==> src/rtl/mdio_pkg.sv <==
package mdio_pkg;
  localparam int REG_DW        = 32;
  localparam int VAL_W         = 16;
  localparam int PHY_W         = 5;
  localparam int RNUM_W        = 5;
  localparam int FRAME_BITS    = 64;
  localparam int FIRST_REL_IDX = 46;   // read: line released from this bit
  localparam int FIRST_DAT_IDX = 48;   // read: first sampled data bit

  localparam logic [7:0] OFF_CMD   = 8'h00;
  localparam logic [7:0] OFF_CAUSE = 8'h7C;
  localparam logic [7:0] OFF_MASK  = 8'h80;

  localparam int POS_DIR    = 26;
  localparam int POS_RVALID = 27;
  localparam int POS_BUSY   = 28;
  localparam int POS_DONE   = 4;

  typedef struct packed {
    logic              is_read;
    logic [RNUM_W-1:0] rnum;
    logic [PHY_W-1:0]  phy;
    logic [VAL_W-1:0]  val;
  } mdio_cmd_t;
endpackage

==> src/rtl/mdio_clk_div.sv <==
module mdio_clk_div #(
  parameter int DIV_HALF = 4
) (
  input  logic clk,
  input  logic rst,
  output logic mdc,
  output logic rise_p,
  output logic fall_p
);
  localparam int CW = (DIV_HALF > 1) ? $clog2(DIV_HALF) : 1;

  logic [CW-1:0] cnt;
  logic          tick;

  assign tick = (cnt == CW'(DIV_HALF - 1));

  always_ff @(posedge clk) begin
    if (rst) begin
      cnt    <= '0;
      mdc    <= 1'b0;
      rise_p <= 1'b0;
      fall_p <= 1'b0;
    end else begin
      rise_p <= tick & ~mdc;
      fall_p <= tick & mdc;
      if (tick) begin
        cnt <= '0;
        mdc <= ~mdc;
      end else begin
        cnt <= cnt + 1'b1;
      end
    end
  end

  // edge pulses line up with the level of mdc
  assert_rise_high_R6: assert property (@(posedge clk) disable iff (rst) rise_p |-> mdc);
  assert_fall_low_R6:  assert property (@(posedge clk) disable iff (rst) fall_p |-> !mdc);
endmodule

==> src/rtl/mdio_frame_engine.sv <==
module mdio_frame_engine
  import mdio_pkg::*;
(
  input  logic             clk,
  input  logic             rst,
  input  logic             start,
  input  mdio_cmd_t        cmd,
  input  logic             rise_p,
  input  logic             fall_p,
  input  logic             mdio_i,
  output logic             mdio_o,
  output logic             mdio_oe,
  output logic             busy,
  output logic             done,
  output logic [VAL_W-1:0] rd_val
);
  localparam int IDX_W = $clog2(FRAME_BITS);

  logic                  pending, active, is_read, mdio_q, oe_q, done_q;
  logic [FRAME_BITS-1:0] sr;
  logic [IDX_W-1:0]      idx;
  logic [VAL_W-1:0]      shin;

  function automatic logic [FRAME_BITS-1:0] build(input mdio_cmd_t c);
    build = {{32{1'b1}}, 2'b01,
             (c.is_read ? 2'b10 : 2'b01),
             c.phy, c.rnum,
             (c.is_read ? 2'b11 : 2'b10),
             c.val};
  endfunction

  always_ff @(posedge clk) begin
    if (rst) begin
      pending <= 1'b0;
      active  <= 1'b0;
      is_read <= 1'b0;
      sr      <= '0;
      idx     <= '0;
      shin    <= '0;
      mdio_q  <= 1'b1;
      oe_q    <= 1'b0;
      done_q  <= 1'b0;
    end else begin
      done_q <= 1'b0;
      if (start && !pending && !active) begin
        pending <= 1'b1;
        is_read <= cmd.is_read;
        sr      <= build(cmd);
      end
      if (fall_p) begin
        if (pending) begin
          pending <= 1'b0;
          active  <= 1'b1;
          idx     <= '0;
          mdio_q  <= sr[FRAME_BITS-1];
          sr      <= sr << 1;
          oe_q    <= 1'b1;
        end else if (active) begin
          if (idx == IDX_W'(FRAME_BITS - 1)) begin
            active <= 1'b0;
            done_q <= 1'b1;
            mdio_q <= 1'b1;
            oe_q   <= 1'b0;
          end else begin
            idx    <= idx + 1'b1;
            mdio_q <= sr[FRAME_BITS-1];
            sr     <= sr << 1;
            oe_q   <= !(is_read && (int'(idx) + 1 >= FIRST_REL_IDX));
          end
        end
      end
      if (rise_p && active && is_read && (int'(idx) >= FIRST_DAT_IDX))
        shin <= {shin[VAL_W-2:0], mdio_i};
    end
  end

  assign mdio_o  = mdio_q;
  assign mdio_oe = oe_q;
  assign busy    = pending | active;
  assign done    = done_q;
  assign rd_val  = shin;

  // line only moves on the cycle after MDC falls
  assert_line_quiet_R6: assert property (@(posedge clk) disable iff (rst)
    !fall_p |=> ($stable(mdio_q) && $stable(oe_q)));
  // released during read turnaround/data and when idle
  assert_read_release_R7: assert property (@(posedge clk) disable iff (rst)
    (active && is_read && (int'(idx) >= FIRST_REL_IDX)) |-> !oe_q);
  assert_idle_release_R7: assert property (@(posedge clk) disable iff (rst)
    (!active) |-> !oe_q);
endmodule

==> src/rtl/mdio_irq_unit.sv <==
module mdio_irq_unit (
  input  logic clk,
  input  logic rst,
  input  logic done,
  input  logic cause_wr,
  input  logic mask_wr,
  input  logic wr_bit,
  output logic cause,
  output logic mask,
  output logic irq
);
  logic cause_d, mask_d;

  assign cause_d = done | (cause & ~(cause_wr & ~wr_bit));
  assign mask_d  = mask_wr ? wr_bit : mask;

  always_ff @(posedge clk) begin
    if (rst) begin
      cause <= 1'b0;
      mask  <= 1'b0;
      irq   <= 1'b0;
    end else begin
      cause <= cause_d;
      mask  <= mask_d;
      irq   <= cause_d & mask_d;
    end
  end

  assert_cause_sets_R8: assert property (@(posedge clk) disable iff (rst) done |=> cause);
  assert_cause_keep_R8: assert property (@(posedge clk) disable iff (rst)
    (cause_wr && wr_bit && !done) |=> (cause == $past(cause)));
  assert_irq_gated_R9: assert property (@(posedge clk) disable iff (rst) irq |-> (cause && mask));
endmodule

==> src/rtl/mdio_mgmt_master.sv <==
module mdio_mgmt_master
  import mdio_pkg::*;
#(
  parameter int DIV_HALF = 4,
  parameter int ADDR_W   = 8
) (
  input  logic              clk,
  input  logic              rst,
  input  logic [ADDR_W-1:0] reg_addr,
  input  logic              reg_wr,
  input  logic [31:0]       reg_wdata,
  output logic [31:0]       reg_rdata,
  output logic              mdc,
  output logic              mdio_o,
  output logic              mdio_oe,
  input  logic              mdio_i,
  output logic              irq
);
  logic       sel_cmd, sel_cause, sel_mask, accept;
  logic       rise_p, fall_p, eng_busy, eng_done;
  logic       cause, mask;
  logic       busy_q, rvalid_q;
  logic [VAL_W-1:0] eng_val;
  mdio_cmd_t  cmd_q, new_cmd;

  assign sel_cmd   = (reg_addr == ADDR_W'(OFF_CMD));
  assign sel_cause = (reg_addr == ADDR_W'(OFF_CAUSE));
  assign sel_mask  = (reg_addr == ADDR_W'(OFF_MASK));
  assign accept    = reg_wr && sel_cmd && !busy_q;

  assign new_cmd.is_read = reg_wdata[POS_DIR];
  assign new_cmd.rnum    = reg_wdata[25:21];
  assign new_cmd.phy     = reg_wdata[20:16];
  assign new_cmd.val     = reg_wdata[VAL_W-1:0];

  mdio_clk_div #(.DIV_HALF(DIV_HALF)) u_div (
    .clk(clk), .rst(rst), .mdc(mdc), .rise_p(rise_p), .fall_p(fall_p));

  mdio_frame_engine u_eng (
    .clk(clk), .rst(rst), .start(accept), .cmd(new_cmd),
    .rise_p(rise_p), .fall_p(fall_p), .mdio_i(mdio_i),
    .mdio_o(mdio_o), .mdio_oe(mdio_oe), .busy(eng_busy),
    .done(eng_done), .rd_val(eng_val));

  mdio_irq_unit u_irq (
    .clk(clk), .rst(rst), .done(eng_done),
    .cause_wr(reg_wr && sel_cause), .mask_wr(reg_wr && sel_mask),
    .wr_bit(reg_wdata[POS_DONE]), .cause(cause), .mask(mask), .irq(irq));

  always_ff @(posedge clk) begin
    if (rst) begin
      cmd_q    <= '0;
      busy_q   <= 1'b0;
      rvalid_q <= 1'b0;
    end else if (accept) begin
      cmd_q    <= new_cmd;
      busy_q   <= 1'b1;
      rvalid_q <= 1'b0;
    end else if (eng_done) begin
      busy_q <= 1'b0;
      if (cmd_q.is_read) begin
        cmd_q.val <= eng_val;
        rvalid_q  <= 1'b1;
      end
    end
  end

  always_ff @(posedge clk) begin
    if (rst) begin
      reg_rdata <= '0;
    end else begin
      reg_rdata <= '0;
      if (sel_cmd)
        reg_rdata <= {3'b000, busy_q, rvalid_q, cmd_q.is_read, cmd_q.rnum, cmd_q.phy, cmd_q.val};
      else if (sel_cause)
        reg_rdata[POS_DONE] <= cause;
      else if (sel_mask)
        reg_rdata[POS_DONE] <= mask;
    end
  end

  // the engine only runs inside the busy window
  assert_engine_in_busy_R3: assert property (@(posedge clk) disable iff (rst) eng_busy |-> busy_q);
  // a command written while busy leaves the stored fields alone
  assert_ignore_busy_R4: assert property (@(posedge clk) disable iff (rst)
    (busy_q && reg_wr && sel_cmd) |=> ($stable(cmd_q.phy) && $stable(cmd_q.rnum) && $stable(cmd_q.is_read)));
  // read-valid only rises after a read
  assert_rvalid_read_R5: assert property (@(posedge clk) disable iff (rst) $rose(rvalid_q) |-> cmd_q.is_read);
endmodule

==> config.mk <==
export PLATFORM = sky130hd
export DESIGN_NAME = mdio_mgmt_master
export DESIGN_NICKNAME = d
export VERILOG_FILES = /design/src/rtl/mdio_pkg.sv /design/src/rtl/mdio_clk_div.sv /design/src/rtl/mdio_frame_engine.sv /design/src/rtl/mdio_irq_unit.sv /design/src/rtl/mdio_mgmt_master.sv
export SDC_FILE = /design/constraint.sdc
export NUM_CORES = 1
export LEC_CHECK = 0
export ABC_CLOCK_PERIOD_IN_PS = 2150
export BUFFER_PORTS_ARGS = -buffer_cell sky130_fd_sc_hd__buf_2
export CAP_MARGIN = 15
export CORE_MARGIN = 2
export CORE_UTILIZATION = 59
export CTS_BUF_LIST = sky130_fd_sc_hd__clkbuf_4
export CTS_CLUSTER_DIAMETER = 150
export DETAILED_ROUTE_END_ITERATION = 7
export PLACE_DENSITY = 0.77
export SLEW_MARGIN = 20
export SYNTH_ARGS = -nofsm -noshare
export SYNTH_HDL_FRONTEND = slang
export SYNTH_SLANG_ARGS = --single-unit
==> constraint.sdc <==
create_clock -name clk -period 2.15 [get_ports clk]
set_clock_uncertainty 0.05 [all_clocks]
set_input_delay 0.215 -clock clk [delete_from_list [all_inputs] [get_ports clk]]
set_output_delay 0.215 -clock clk [all_outputs]
set_load 0.01 [all_outputs]
Yosys cells after proc, flatten, opt, wreduce, memory -nomap -nowiden

Index checks and enable logic that the tools add are counted.

Input bits: 44
Word-level logic and storage cells: 104
Register bits after elaboration: 161
Output and inout bits: 36

Magnitude comparators: 2
Eq/ne operators: 5
Mux-type cells: 32
Bitwise operators: 12
Reduce and logical (&&, ||, !) cells: 26
$add $sub $neg: 3

Operators by type and width:

| operator            | number |
|---|---|
| $mux 64             | 5 |
| $mux 16             | 3 |
| $ge 32x7->1 const B | 1 |
| $mux 1              | 20 |
| $mux 6              | 3 |
| $logic_and 1x1->1   | 10 |
| $eq 8x7->1 const B  | 1 |
| $eq 8x8->1 const B  | 1 |
| $logic_not 8->1     | 1 |
| $add 6x1->7 const B | 1 |
| $add 6x1->6 const B | 1 |
| $eq 6x6->1 const B  | 1 |
| $ge 6x6->1 const B  | 1 |
| $not 1->1           | 6 |
| $reduce_and 2->1    | 3 |
| $reduce_bool 2->1   | 3 |
| $reduce_or 2->1     | 3 |
| $and 1x1->1         | 5 |
| $logic_not 1->1     | 4 |
| $reduce_or 4->1     | 1 |
| $reduce_and 3->1    | 1 |
| $add 2x1->2 const B | 1 |
| $eq 2x2->1 const B  | 1 |
| $mux 2              | 1 |
| other kinds (2)     | 2 |

Depth between registers and ports, before layout

Gate-level depths: netlist (run 1).

Depth after elaboration: 10
Mapped depth: 8
Gate-level depth less buffers: 7

By module

Synthesis (run 1) repeated with hierarchy kept, for this count alone.

Cells, all modules: 721
Area, all modules: 6458.7 sq um

By module, submodules not included:

| module            | sequential area each (sq um) | area an instance (sq um) | instances | cells each |
|---|---|---|---|---|
| mdio_frame_engine | 1841.8                       | 3858.7                   | 1         | 461 |
| mdio_mgmt_master  | 1161.1                       | 2342.2                   | 1         | 239 |
| mdio_clk_div      | 100.1                        | 155.1                    | 1         | 12 |
| mdio_irq_unit     | 60.1                         | 102.6                    | 1         | 9 |

Least setup slack after synthesis (run 1)

Ideal clock, no wire load.

Path type: register to register
Start point: register u_eng.idx[0]
End point: register u_eng.sr[10]
Cell stages (with the launch flop): 8
Setup time: 0.134 ns
Buffers on the path: 3
Slack: 0.338 ns
Arrival: 1.628 ns
Data required time: 1.966 ns
Period minus slack after synthesis: 1.812 ns
Path through: dfxtp_1 > ha_1 > nand3_1 > o31ai_1 > buf_4 > buf_6 > buf_2 > a211oi_1

Word-level cells in the longest chain between the ends: 5

RTL lines:

| what                   | RTL line                | source |
|---|---|---|
| start, declared        | mdio_frame_engine.sv:21 | `logic [IDX_W-1:0] idx;` |
| start signal, assigned | mdio_frame_engine.sv:65 | `idx <= idx + 1'b1;` |
| $eq 6x6->1             | mdio_frame_engine.sv:59 | `if (idx == IDX_W'(FRAME_BITS - 1)) begin` |
| $mux 64                | mdio_frame_engine.sv:59 |  |
| $mux 64                | mdio_frame_engine.sv:58 | `end else if (active) begin` |
| $mux 64                | mdio_frame_engine.sv:51 | `if (pending) begin` |
| $mux 64                | mdio_frame_engine.sv:50 | `if (fall_p) begin` |
| end signal, assigned   | mdio_frame_engine.sv:48 | `sr <= build(cmd);` |
| end signal, assigned   | mdio_frame_engine.sv:56 | `sr <= sr << 1;` |
| end signal, assigned   | mdio_frame_engine.sv:67 | `sr <= sr << 1;` |
| end, declared          | mdio_frame_engine.sv:20 | `logic [FRAME_BITS-1:0] sr;` |

No other way between the ends.
A chain may end at the register's enable or synchronous reset.

Worst setup path in the final report (run 1)

Start point: register u_eng.idx[0]
End point: register u_eng.idx[5]

Word-level cells in the longest chain between the ends: 4
Elaborated cells between the ends (all ways): 7
Those cells by class: 1 x add/sub; 2 x eq/ne; 3 x mux; 1 x reduce/logical

RTL lines:

| what        | RTL line |
|---|---|
| $add 6x1->6 | mdio_frame_engine.sv:65 |
| $mux 6      | mdio_frame_engine.sv:59 |
| $mux 6      | mdio_frame_engine.sv:58 |
| $mux 6      | mdio_frame_engine.sv:51 |

Parallel ways exist; a longest one is shown, timed or not. The select of a mux whose other input is x is not followed.

==> flow_summary.ini, run 1 <==
[worst_setup_path]
end_kind = flip-flop
regToRegSetupSlack_ns = 0.22
setup.worst_path.class = reg2reg
crit_required_ns = 2.49
crit_path_start_kind = flip-flop
rr_startpoint = u_eng.idx[0]$_SDFFE_PP0P_
worstPathMaxFanout = 27
reg2reg_to = u_eng.idx[5]$_SDFFE_PP0P_
cp.arrival_ns = 2.26
reg2regPathDepth = 7

[yosys]
async_flop_share_pct = 0
yosysTopAreaCellShare_pct = 53.57
synthDistinctLibCells = 44
synth.avg_cell_area_um2 = 9.140
yosysTopAreaCell = dfxtp_1
synth_edf_count = 0
seq_area_frac_synth_pct = 53.57
synth-seq-cells = 158
synth_cells = 646
yosys_most_used_dff = dfxtp_1
synth_area_mm2 = 0.005904
yosysWarnings = 0
synthTopCellsByCount = dfxtp_1 (158), nor2_1 (94), nand2_1 (77)
yosysMostFrequentCell = dfxtp_1
synthTopCellsByArea = dfxtp_1 (54%), nor2_1 (6.0%), nand2_1 (4.9%)

[detailed_routing]
wl_mm = 12.60
avgViaCountPerCell = 5.486
drtPass1Iterations = 5
drc_errors = 0
drtIter0Drc = 261
num_vias = 4789
wl_per_cell_um = 14.43
postRouteAntennaNets = 0

[placed_design]
hpwl_mm = 7.918
port_buffers = 71
gp_congestion = 0.8413

[final_layout]
syn2layout_area_growth_pct = 15.64
antenna_cells = 0
drive_gt1_share_pct = 16.89
nNetsFinal = 774

[clock_network]
tritoncts = built
clk_path_buf_depth = 2
clkLatencyLatePin_ns = 0.51
htree_levels = 4
root_buffer = clkbuf_4
cts.sinks = 158
clkTransAtPathRegs_ns = 0.14
cts_buffers = 17

[floorplanning]
die_h_um = 104.0
io_pins = 80
start_util_pct = 60.69
die-area_mm2 = 0.01082
rows = 36
die_w_um = 104.0
core_mm2 = 0.009729

[timing]
finalSetupViolCount = 0
hold_viol = 0
finalCritPeriodShare_pct = 89.57
rsz0062_at_grt = no
setup_tns_ns = 0
slew_violations = 0
relSlewSlack_pct = 62.45
max_freq_mhz = 519.3
finalCriticalPeriod_ns = 1.926
tightest_slew_ns = 0.5619

[power]
p_leak_nw = 2.842
p_total_mw = 4.756
peakVddDrop_mv = 0.5017
p_per_area_mw_per_mm2 = 696.5

[worst_hold_path]
hold_class = in2reg
worstHoldPathCells = 4
worst_hold_startpoint = reg_wr
hold_end = u_irq.mask$_SDFF_PP0_

[global_route]
overflow = 0
grt_usage_pct = 23.47
grt_pass1_wl_mm = 20.83
antenna_found_initial = 0
grt_max_degree = 92
grt_pass1_vias = 4458

[flow_run]
drv_cap = 0

[outcome]
outcome = complete, no violations
## where the power goes
group	switching [mW]	internal [mW]
clock	1.12	0.518
combinational	0.0919	0.0812
sequential	0.00529	2.94
total	1.22	3.54
## placed cells by master, fill, tap and decap left out, types with 3 or more instances in the layout
cell and n:
nand3_1 23, mux2i_1 27, conb_1 3, ha_1 3, nand4_1 3, dlygate4sd3_1 28
nor3b_1 3, nor2_1 94, inv_8 4, buf_12 3, clkinv_4 3, and2_1 28
dfxtp_1 156, o21ai_0 6, a21oi_1 43, o22ai_1 35, nand2b_1 7, inv_6 4
nand2_1 77, a311oi_1 16, clkbuf_4 18, a211oi_1 28, buf_4 12, nor3_1 13
buf_2 70, inv_1 4
## worst max-delay path by stage
stage	cells after the start	endpoint	slack, ns	from
final	7	u_eng.idx[5]$_SDFFE_PP0P_	0.22	u_eng.idx[0]$_SDFFE_PP0P_
after global placement	7	u_eng.idx[5]$_SDFFE_PP0P_	0.26	u_eng.idx[0]$_SDFFE_PP0P_
after global routing	7	u_eng.idx[5]$_SDFFE_PP0P_	0.04	u_eng.idx[0]$_SDFFE_PP0P_
after CTS	7	u_eng.sr[20]$_SDFF_PP0_	0.14	u_eng.idx[0]$_SDFFE_PP0P_
after floorplan	7	u_eng.sr[10]$_SDFF_PP0_	0.34	u_eng.idx[0]$_SDFFE_PP0P_
after detailed placement	7	u_eng.sr[20]$_SDFF_PP0_	0.15	u_eng.idx[0]$_SDFFE_PP0P_
## per-stage QoR
| step | hold WS, ns | instances | utilization (%) | instance area, µm² | worst slack, ns |
|---|---|---|---|---|---|
| after CTS | 0.01991 | 873 | 70.15 | 6825 | 0.1371 |
| after detailed placement | 0.3663 | 813 | 64.60 | 6285 | 0.1481 |
| after global routing | 0.01638 | 873 | 70.18 | 6828 | 0.03615 |
| after global placement | 0.3621 | 813 | 64.60 | 6285 | 0.2628 |
| after floorplan | 0.3010 | 648 | - | 5912 | 0.3379 |
| final | 0.05510 | 873 | 70.18 | 6828 | 0.2243 |
## routing by layer
layer / global-route usage (%) / part of all wire (%) / up-vias
li1: - / - / 2408
met4: 7.432 / 1.4 / 0
met1: 30.03 / 45 / 2245
met2: 39.29 / 49 / 120
met3: 5.639 / 4.4 / 16
met5: 0 / 0 / -
## registers in the layout, indices dropped and copies added (netlist names), 2 cells and up
register	flops
reg_rdata	29
u_eng.sr	64
u_eng.rd_val	16
cmd_q	27
u_eng.idx	6
u_div.cnt	2
## cells by family (layout without fill, tap and decap cells)
family                     count (synthesis)  after routing  synth area share, %
AOI/OAI and AO/OA                        137            137                14.96
buffers and inverters                     57            149                5.467
xor gates and xnor gates                   1              1               0.1484
other                                      1              3              0.06351
DFF                                      158            158                53.57
and+or+nand+nor                          262            262                20.58
muxes                                     27             27                4.577
adders and majority gates                  3              3               0.6358
## layout make-up
class / instances / area (µm²)
well taps: 133 / 166.4
inverters: 4 / 15.01
clock buffers: 18 / 135.1
multi-input cells: 433 / 2440
fillers: 785 / 2902
clock inverters: 14 / 125.1
flip-flops and latches: 158 / 3166
repair buffers: 113 / 780.7
## timing repair
action / in CTS / in global routing
endpoints found under the hold margin: 53 / 0
setup buffers: 0 / 0
gates resized for setup: 0 / 2
hold buffers: 28 / 0
setup endpoints to repair: 0 / 18
## worst max-delay path: stages (launching register included)
cell and delay [ns]:
dfxtp_2 0.42, ha_1 0.19, nand3_1 0.20, o31ai_4 0.25, buf_4 0.31, nor2_1 0.14
a22oi_1 0.19, nor2_1 0.06
No activity file was read; power rests on OpenSTA's default activity.
==> inputs of run 2 (changes only) <==
--- a/config.mk
+++ b/config.mk
@@ -8,12 +8,15 @@
 export ABC_CLOCK_PERIOD_IN_PS = 2150
 export BUFFER_PORTS_ARGS = -buffer_cell sky130_fd_sc_hd__buf_2
 export CAP_MARGIN = 15
+export CELL_PAD_IN_SITES_DETAIL_PLACEMENT = 0
+export CELL_PAD_IN_SITES_GLOBAL_PLACEMENT = 1
+export CORE_ASPECT_RATIO = 1.25
 export CORE_MARGIN = 2
-export CORE_UTILIZATION = 59
+export CORE_UTILIZATION = 45
 export CTS_BUF_LIST = sky130_fd_sc_hd__clkbuf_4
 export CTS_CLUSTER_DIAMETER = 150
 export DETAILED_ROUTE_END_ITERATION = 7
-export PLACE_DENSITY = 0.77
+export PLACE_DENSITY = 0.79
 export SLEW_MARGIN = 20
 export SYNTH_ARGS = -nofsm -noshare
 export SYNTH_HDL_FRONTEND = slang
==> run 2 against run 1 <==
Effect of this change:
- final cell count rose by 4.6%
- via count fell by 1.3%
- sequential cell count did not move
- highest routed layer unchanged
- critical path type unchanged
- maximum frequency fell by 2.5%
- largest cell class unchanged
- sequential share of layout area fell by 1.0 points
==> flow_summary.ini, run 2 (synthesized netlist as in run 1, its figures left out) <==
[timing]
finalCriticalPeriod_ns = 1.976
hold_viol = 0
relSlewSlack_pct = 64.02
setup_tns_ns = 0
fin_ws_ns = 0.1744
slew_violations = 0
rsz0062_at_grt = no
finalCritPeriodShare_pct = 91.89
tightest_slew_ns = 0.5383
max_freq_mhz = 506.2
finalSetupViolCount = 0

[clock_network]
clk_path_buf_depth = 2
post-cts-setup-buffers = 0
clkLatencyLatePin_ns = 0.52
clkTransAtPathRegs_ns = 0.14
tritoncts = built
cts_buffers = 17
root_buffer = clkbuf_4
cts.sinks = 158
htree_levels = 4

[floorplanning]
die_h_um = 132.1
die_w_um = 106.5
start_util_pct = 46.21
die-area_mm2 = 0.01406
io_pins = 80
core_mm2 = 0.01278
rows = 46

[detailed_routing]
num_vias = 4725
wl_mm = 12.85
drtPass1Iterations = 4
avgViaCountPerCell = 5.175
postRouteAntennaNets = 0
drc_errors = 0
drtIter0Drc = 232
wl_per_cell_um = 14.07

[global_route]
grt_max_degree = 81
global_route.usage.met1_pct = 23.78
use_met3_pct = 4.202
grt_pass1_vias = 4405
grt_pass1_wl_mm = 21.13
grt_usage_pct = 18.82
busiest_layer = met2
overflow = 0
globalRouteMet2Util_pct = 30.45
antenna_found_initial = 0

[final_layout]
largest_reg_flops = 64
regMostFlops = u_eng.sr
syn2layout_area_growth_pct = 18.18
nNetsFinal = 778
layout_common_cells = dfxtp_1 (157), nor2_1 (94), nand2_1 (77)
drive_gt1_share_pct = 17.07
largestRegisters = u_eng.sr (64), reg_rdata (29), cmd_q (27)
final_area_mm2 = 0.006978
final_common_cell = dfxtp_1

[placed_design]
hpwl_mm = 8.519
post-place-ws_ns = 0.1503
gp_congestion = 0.7783
postPlaceCellArea_mm2 = 0.006369
port_buffers = 71

[flow_run]
drv_cap = 0

[power]
p_per_area_mw_per_mm2 = 710.0
p_leak_nw = 2.889
peakVddDrop_mv = 0.4480
p_total_mw = 4.954

[outcome]
outcome = complete, no violations

[worst_setup_path]
crit_required_ns = 2.55
cp.arrival_ns = 2.37
worstPathMaxFanout = 26
crit_path_start_kind = flip-flop
end_kind = flip-flop
cpLargestDelayFamily = compound AO/OA/AOI/OAI gates
crit_buf_inv = 2
setup.worst_path.class = reg2reg
cp_slowest_stage_delay_ns = 0.45
cp_slowest_cell = dfxtp_1
path_cells = ha_1 > nand3_1 > o31ai_4 > buf_12 > buf_4 > nor2_1 > a211oi_1

[worst_hold_path]
hold_class = in2reg
run 2: changes by cell type in the layout (fill, tap and decap cells not counted), sizes merged:
| cell | delta |
|---|---|
| buf | +2 |
| bufinv | +2 |
| dlygate4sd3 | +2 |
| inv | -2 |
| clkbuf | -1 |
| clkinv | +1 |
| diode | +1 |
run 2: layer usage:
layer | wire length [µm] | vias up
met5 | 0 | -
met1 | 5862 | 2185
li1 | - | 2417
met3 | 531 | 19
met2 | 6097 | 104
met4 | 354 | 0
run 2: stage by stage:
| step | hold slack [ns] | instances | util, % |
|---|---|---|---|
| floorplan | 0.3010 | 648 | - |
| global placement | 0.3624 | 850 | 49.84 |
| detailed placement | 0.3827 | 850 | 49.84 |
| CTS | 0.01271 | 912 | 54.58 |
| global route | 0.05048 | 912 | 54.59 |
| finish | 0.05882 | 913 | 54.61 |
run 2: cell type report:
| type | instances | area (µm²) |
|---|---|---|
| diodes | 1 | 2.502 |
| clock buffers | 17 | 127.6 |
| clock inverters | 15 | 177.7 |
| fillers | 1240 | 5799 |
| inverters | 4 | 15.01 |
| multi-input cells | 433 | 2440 |
| flip-flops and latches | 158 | 3164 |
| well taps | 168 | 210.2 |
| repair buffers | 117 | 840.8 |
run 2: worst register-to-register path, stage by stage, from the launching register on:
cell and delay, ns:
dfxtp_1 0.45, ha_1 0.21, nand3_1 0.14, o31ai_4 0.26, buf_12 0.19, buf_4 0.28
nor2_1 0.09, a211oi_1 0.24
run 2: power breakdown:
group / leakage [nW] / internal [mW] / switching (mW)
clock network: 0.159 / 0.729 / 1.10
registers: 1.27 / 2.94 / 0.00548
logic: 1.46 / 0.0835 / 0.0941
run 2: repair_timing:
item | 4_1_cts | 5_1_grt
resized for setup | 0 | 1
setup endpoints to repair | 0 | 6
hold endpoints to repair | 66 | 0
hold buffers | 30 | 0
run 2: path summary, 6_finish.rpt:
path	from	cells past startpoint	slack [ns]	to
min reg2reg	u_div.cnt[0]$_SDFF_PP0_	1	0.39	u_div.cnt[0]$_SDFF_PP0_
min	reg_addr[5]	4	0.06	u_eng.pending$_SDFF_PP0_
max	u_eng.idx[1]$_SDFFE_PP0P_	7	0.17	u_eng.sr[20]$_SDFF_PP0_
max reg2reg	u_eng.idx[1]$_SDFFE_PP0P_	7	0.17	u_eng.sr[20]$_SDFF_PP0_
==> inputs of run 3 (changes only) <==
--- a/config.mk
+++ b/config.mk
@@ -7,7 +7,6 @@
 export LEC_CHECK = 0
 export ABC_CLOCK_PERIOD_IN_PS = 2150
 export BUFFER_PORTS_ARGS = -buffer_cell sky130_fd_sc_hd__buf_2
-export CAP_MARGIN = 15
 export CELL_PAD_IN_SITES_DETAIL_PLACEMENT = 0
 export CELL_PAD_IN_SITES_GLOBAL_PLACEMENT = 1
 export CORE_ASPECT_RATIO = 1.25
@@ -16,7 +15,7 @@
 export CTS_BUF_LIST = sky130_fd_sc_hd__clkbuf_4
 export CTS_CLUSTER_DIAMETER = 150
 export DETAILED_ROUTE_END_ITERATION = 7
-export PLACE_DENSITY = 0.79
+export PLACE_DENSITY_LB_ADDON = 0.1
 export SLEW_MARGIN = 20
 export SYNTH_ARGS = -nofsm -noshare
 export SYNTH_HDL_FRONTEND = slang
==> run 3 against run 2 <==
Effect of this change:
- sequential cell count unchanged
- hold slack improved by 0.0042 ns
- clock power increased by 4%
- critical path depth unchanged
- clock-buffer cell count unchanged
- design area about the same
- die area unchanged
- wire length increased by 3.1%
- via count about the same
- maximum frequency increased by 5.5%
- non-clock buffer count increased by 4
- worst setup slack improved by 0.10 ns
- critical endpoint is now u_eng.sr[4]$_SDFF_PP0_
- largest cell class unchanged
==> flow_summary.ini, run 3 (synthesized netlist as in run 1, its figures left out) <==
[global_route]
grt_usage_pct = 19.35
grt_pass1_vias = 4435
overflow = 0
antenna_found_initial = 2
grt_max_degree = 57
grt_pass1_wl_mm = 21.86

[final_layout]
drive_gt1_share_pct = 17.38
postLayoutCoreUtil_pct = 54.62
nNetsFinal = 782
fill_cells = 1229
multi_input_area_mm2 = 0.002440
stdcell_count = 918
largest_reg_flops = 64
final_common_cell = dfxtp_1
largestRegisters = u_eng.sr (64), reg_rdata (29), cmd_q (27)
seqCellArea_mm2 = 0.003166
layout_common_cells = dfxtp_1 (156), nor2_1 (94), nand2_1 (77)
regMostFlops = u_eng.sr
syn2layout_area_growth_pct = 18.20

[power]
seq_power_share_pct = 58.5
p_comb_share_pct = 3.5
p_sw_mw = 1.179
p_per_area_mw_per_mm2 = 720.8
peakVddDrop_mv = 0.4044
clkPwrFrac_pct = 38.0
p_int_mw = 3.852
p_leak_nw = 2.895
swShare_pct = 23.43

[clock_network]
clkLatencyLatePin_ns = 0.52
htree_levels = 4
cts.sinks = 158
tritoncts = built
cts_buffers = 17
clkTransAtPathRegs_ns = 0.14
root_buffer = clkbuf_4
clk_path_buf_depth = 2

[detailed_routing]
postRouteAntennaNets = 0
avgViaCountPerCell = 5.146
drtIter0Drc = 239
wl_per_cell_um = 14.42
drc_errors = 0
wl_mm = 13.24
drtPass1Iterations = 4
num_vias = 4724

[timing]
tightest_slew_ns = 0.5957
finalSetupViolCount = 0
finalCritPeriodShare_pct = 87.06
max_freq_mhz = 534.2
fin_ws_ns = 0.2782
relSlewSlack_pct = 60.19
setup_tns_ns = 0
slew_violations = 0
hold_viol = 0
rsz0062_at_grt = no
whs_ns = 0.06302
finalCriticalPeriod_ns = 1.872

[worst_setup_path]
rr_startpoint = u_eng.idx[1]$_SDFFE_PP0P_
crit_required_ns = 2.53
worstPathMaxFanout = 56
crit_start = u_eng.idx[1]$_SDFFE_PP0P_
cp_slowest_cell = dfxtp_2
setup.worst_path.class = reg2reg
cp.arrival_ns = 2.26
end_kind = flip-flop
cp_slowest_stage_delay_ns = 0.42
path_cells = ha_1 > nand3_1 > o31ai_4 > buf_4 > buf_12 > nor2_1 > a211oi_1
crit_path_start_kind = flip-flop

[floorplanning]
die-area_mm2 = 0.01406
io_pins = 80
die_w_um = 106.5
core_mm2 = 0.01278
rows = 46
die_h_um = 132.1
start_util_pct = 46.21

[worst_hold_path]
worst_hold_startpoint = reg_addr[7]
hold_class = in2reg

[placed_design]
port_buffers = 71
post-place-ws_ns = 0.1227
gp_congestion = 0.7561
hpwl_mm = 8.666
placed_cells = 852

[flow_run]
drv_cap = 0

[outcome]
outcome = complete, no violations
run 3: cell count changes in the layout (fill, tap and decap cells not counted), sizes merged:
| cell | delta |
|---|---|
| buf | +5 |
| diode | +1 |
| dlygate4sd3 | -1 |
| bufinv | +1 |
| clkinv | -1 |
run 3: layout make-up:
class                      count  area share (%)
antenna                        2         0.07171
clock buffer                  17           1.829
sequential                   158           45.36
tap                          168           3.012
clock inverter                15           2.653
inverter                       4          0.2151
multi-input combinational    433           34.96
timing repair buffer         121           11.90
run 3: worst max-delay path: cells and delay by family, from the launching register on:
| kind | cells | cell delay [ns] |
|---|---|---|
| DFF | 1 | 0.42 |
| adders and majority gates | 1 | 0.19 |
| and+or+nand+nor | 2 | 0.23 |
| AOI/OAI and AO/OA | 2 | 0.45 |
| buffers and inverters | 2 | 0.42 |
run 3: what timing repair did:
action / in CTS / in global routing
hold buffers: 29 / 0
resized for setup: 0 / 2
buffers inserted: 0 / 3
hold endpoints to repair: 53 / 0
setup endpoints to repair: 0 / 54
run 3: metal layers:
metal	GRT usage [%]	part of all wire [%]	wire length (µm)
met5	0	0	0
met1	23.42	44	5860
met2	34.15	51	6699
met4	6.061	1.4	189
met3	4.152	3.7	491
run 3: through the flow:
step / total power [mW] / instance area, µm²
after floorplan: 3.073 / 5912
after global placement: 3.142 / 6346
after detailed placement: 3.145 / 6346
after CTS: 5.102 / 6949
after global routing: 5.258 / 6977
final: 5.031 / 6979
run 3: worst paths after layout:
path                              to  cells past startpoint  slack, ns
max           u_eng.sr[4]$_SDFF_PP0_                      7       0.28
min          reg_rdata[4]$_SDFF_PP0_                      3       0.06
max reg2reg   u_eng.sr[4]$_SDFF_PP0_                      7       0.28
min reg2reg  u_div.cnt[0]$_SDFF_PP0_                      1       0.39
run 3: power by group through the flow:
stage	Combinational, mW	Sequential [mW]	Clock [mW]
3_3_place_gp	0.134	3.01	0
2_1_floorplan	0.0649	3.01	0
6_report	0.178	2.94	1.91
4_1_cts	0.178	2.94	1.98
3_5_place_dp	0.136	3.01	0
5_1_grt	0.196	2.95	2.11
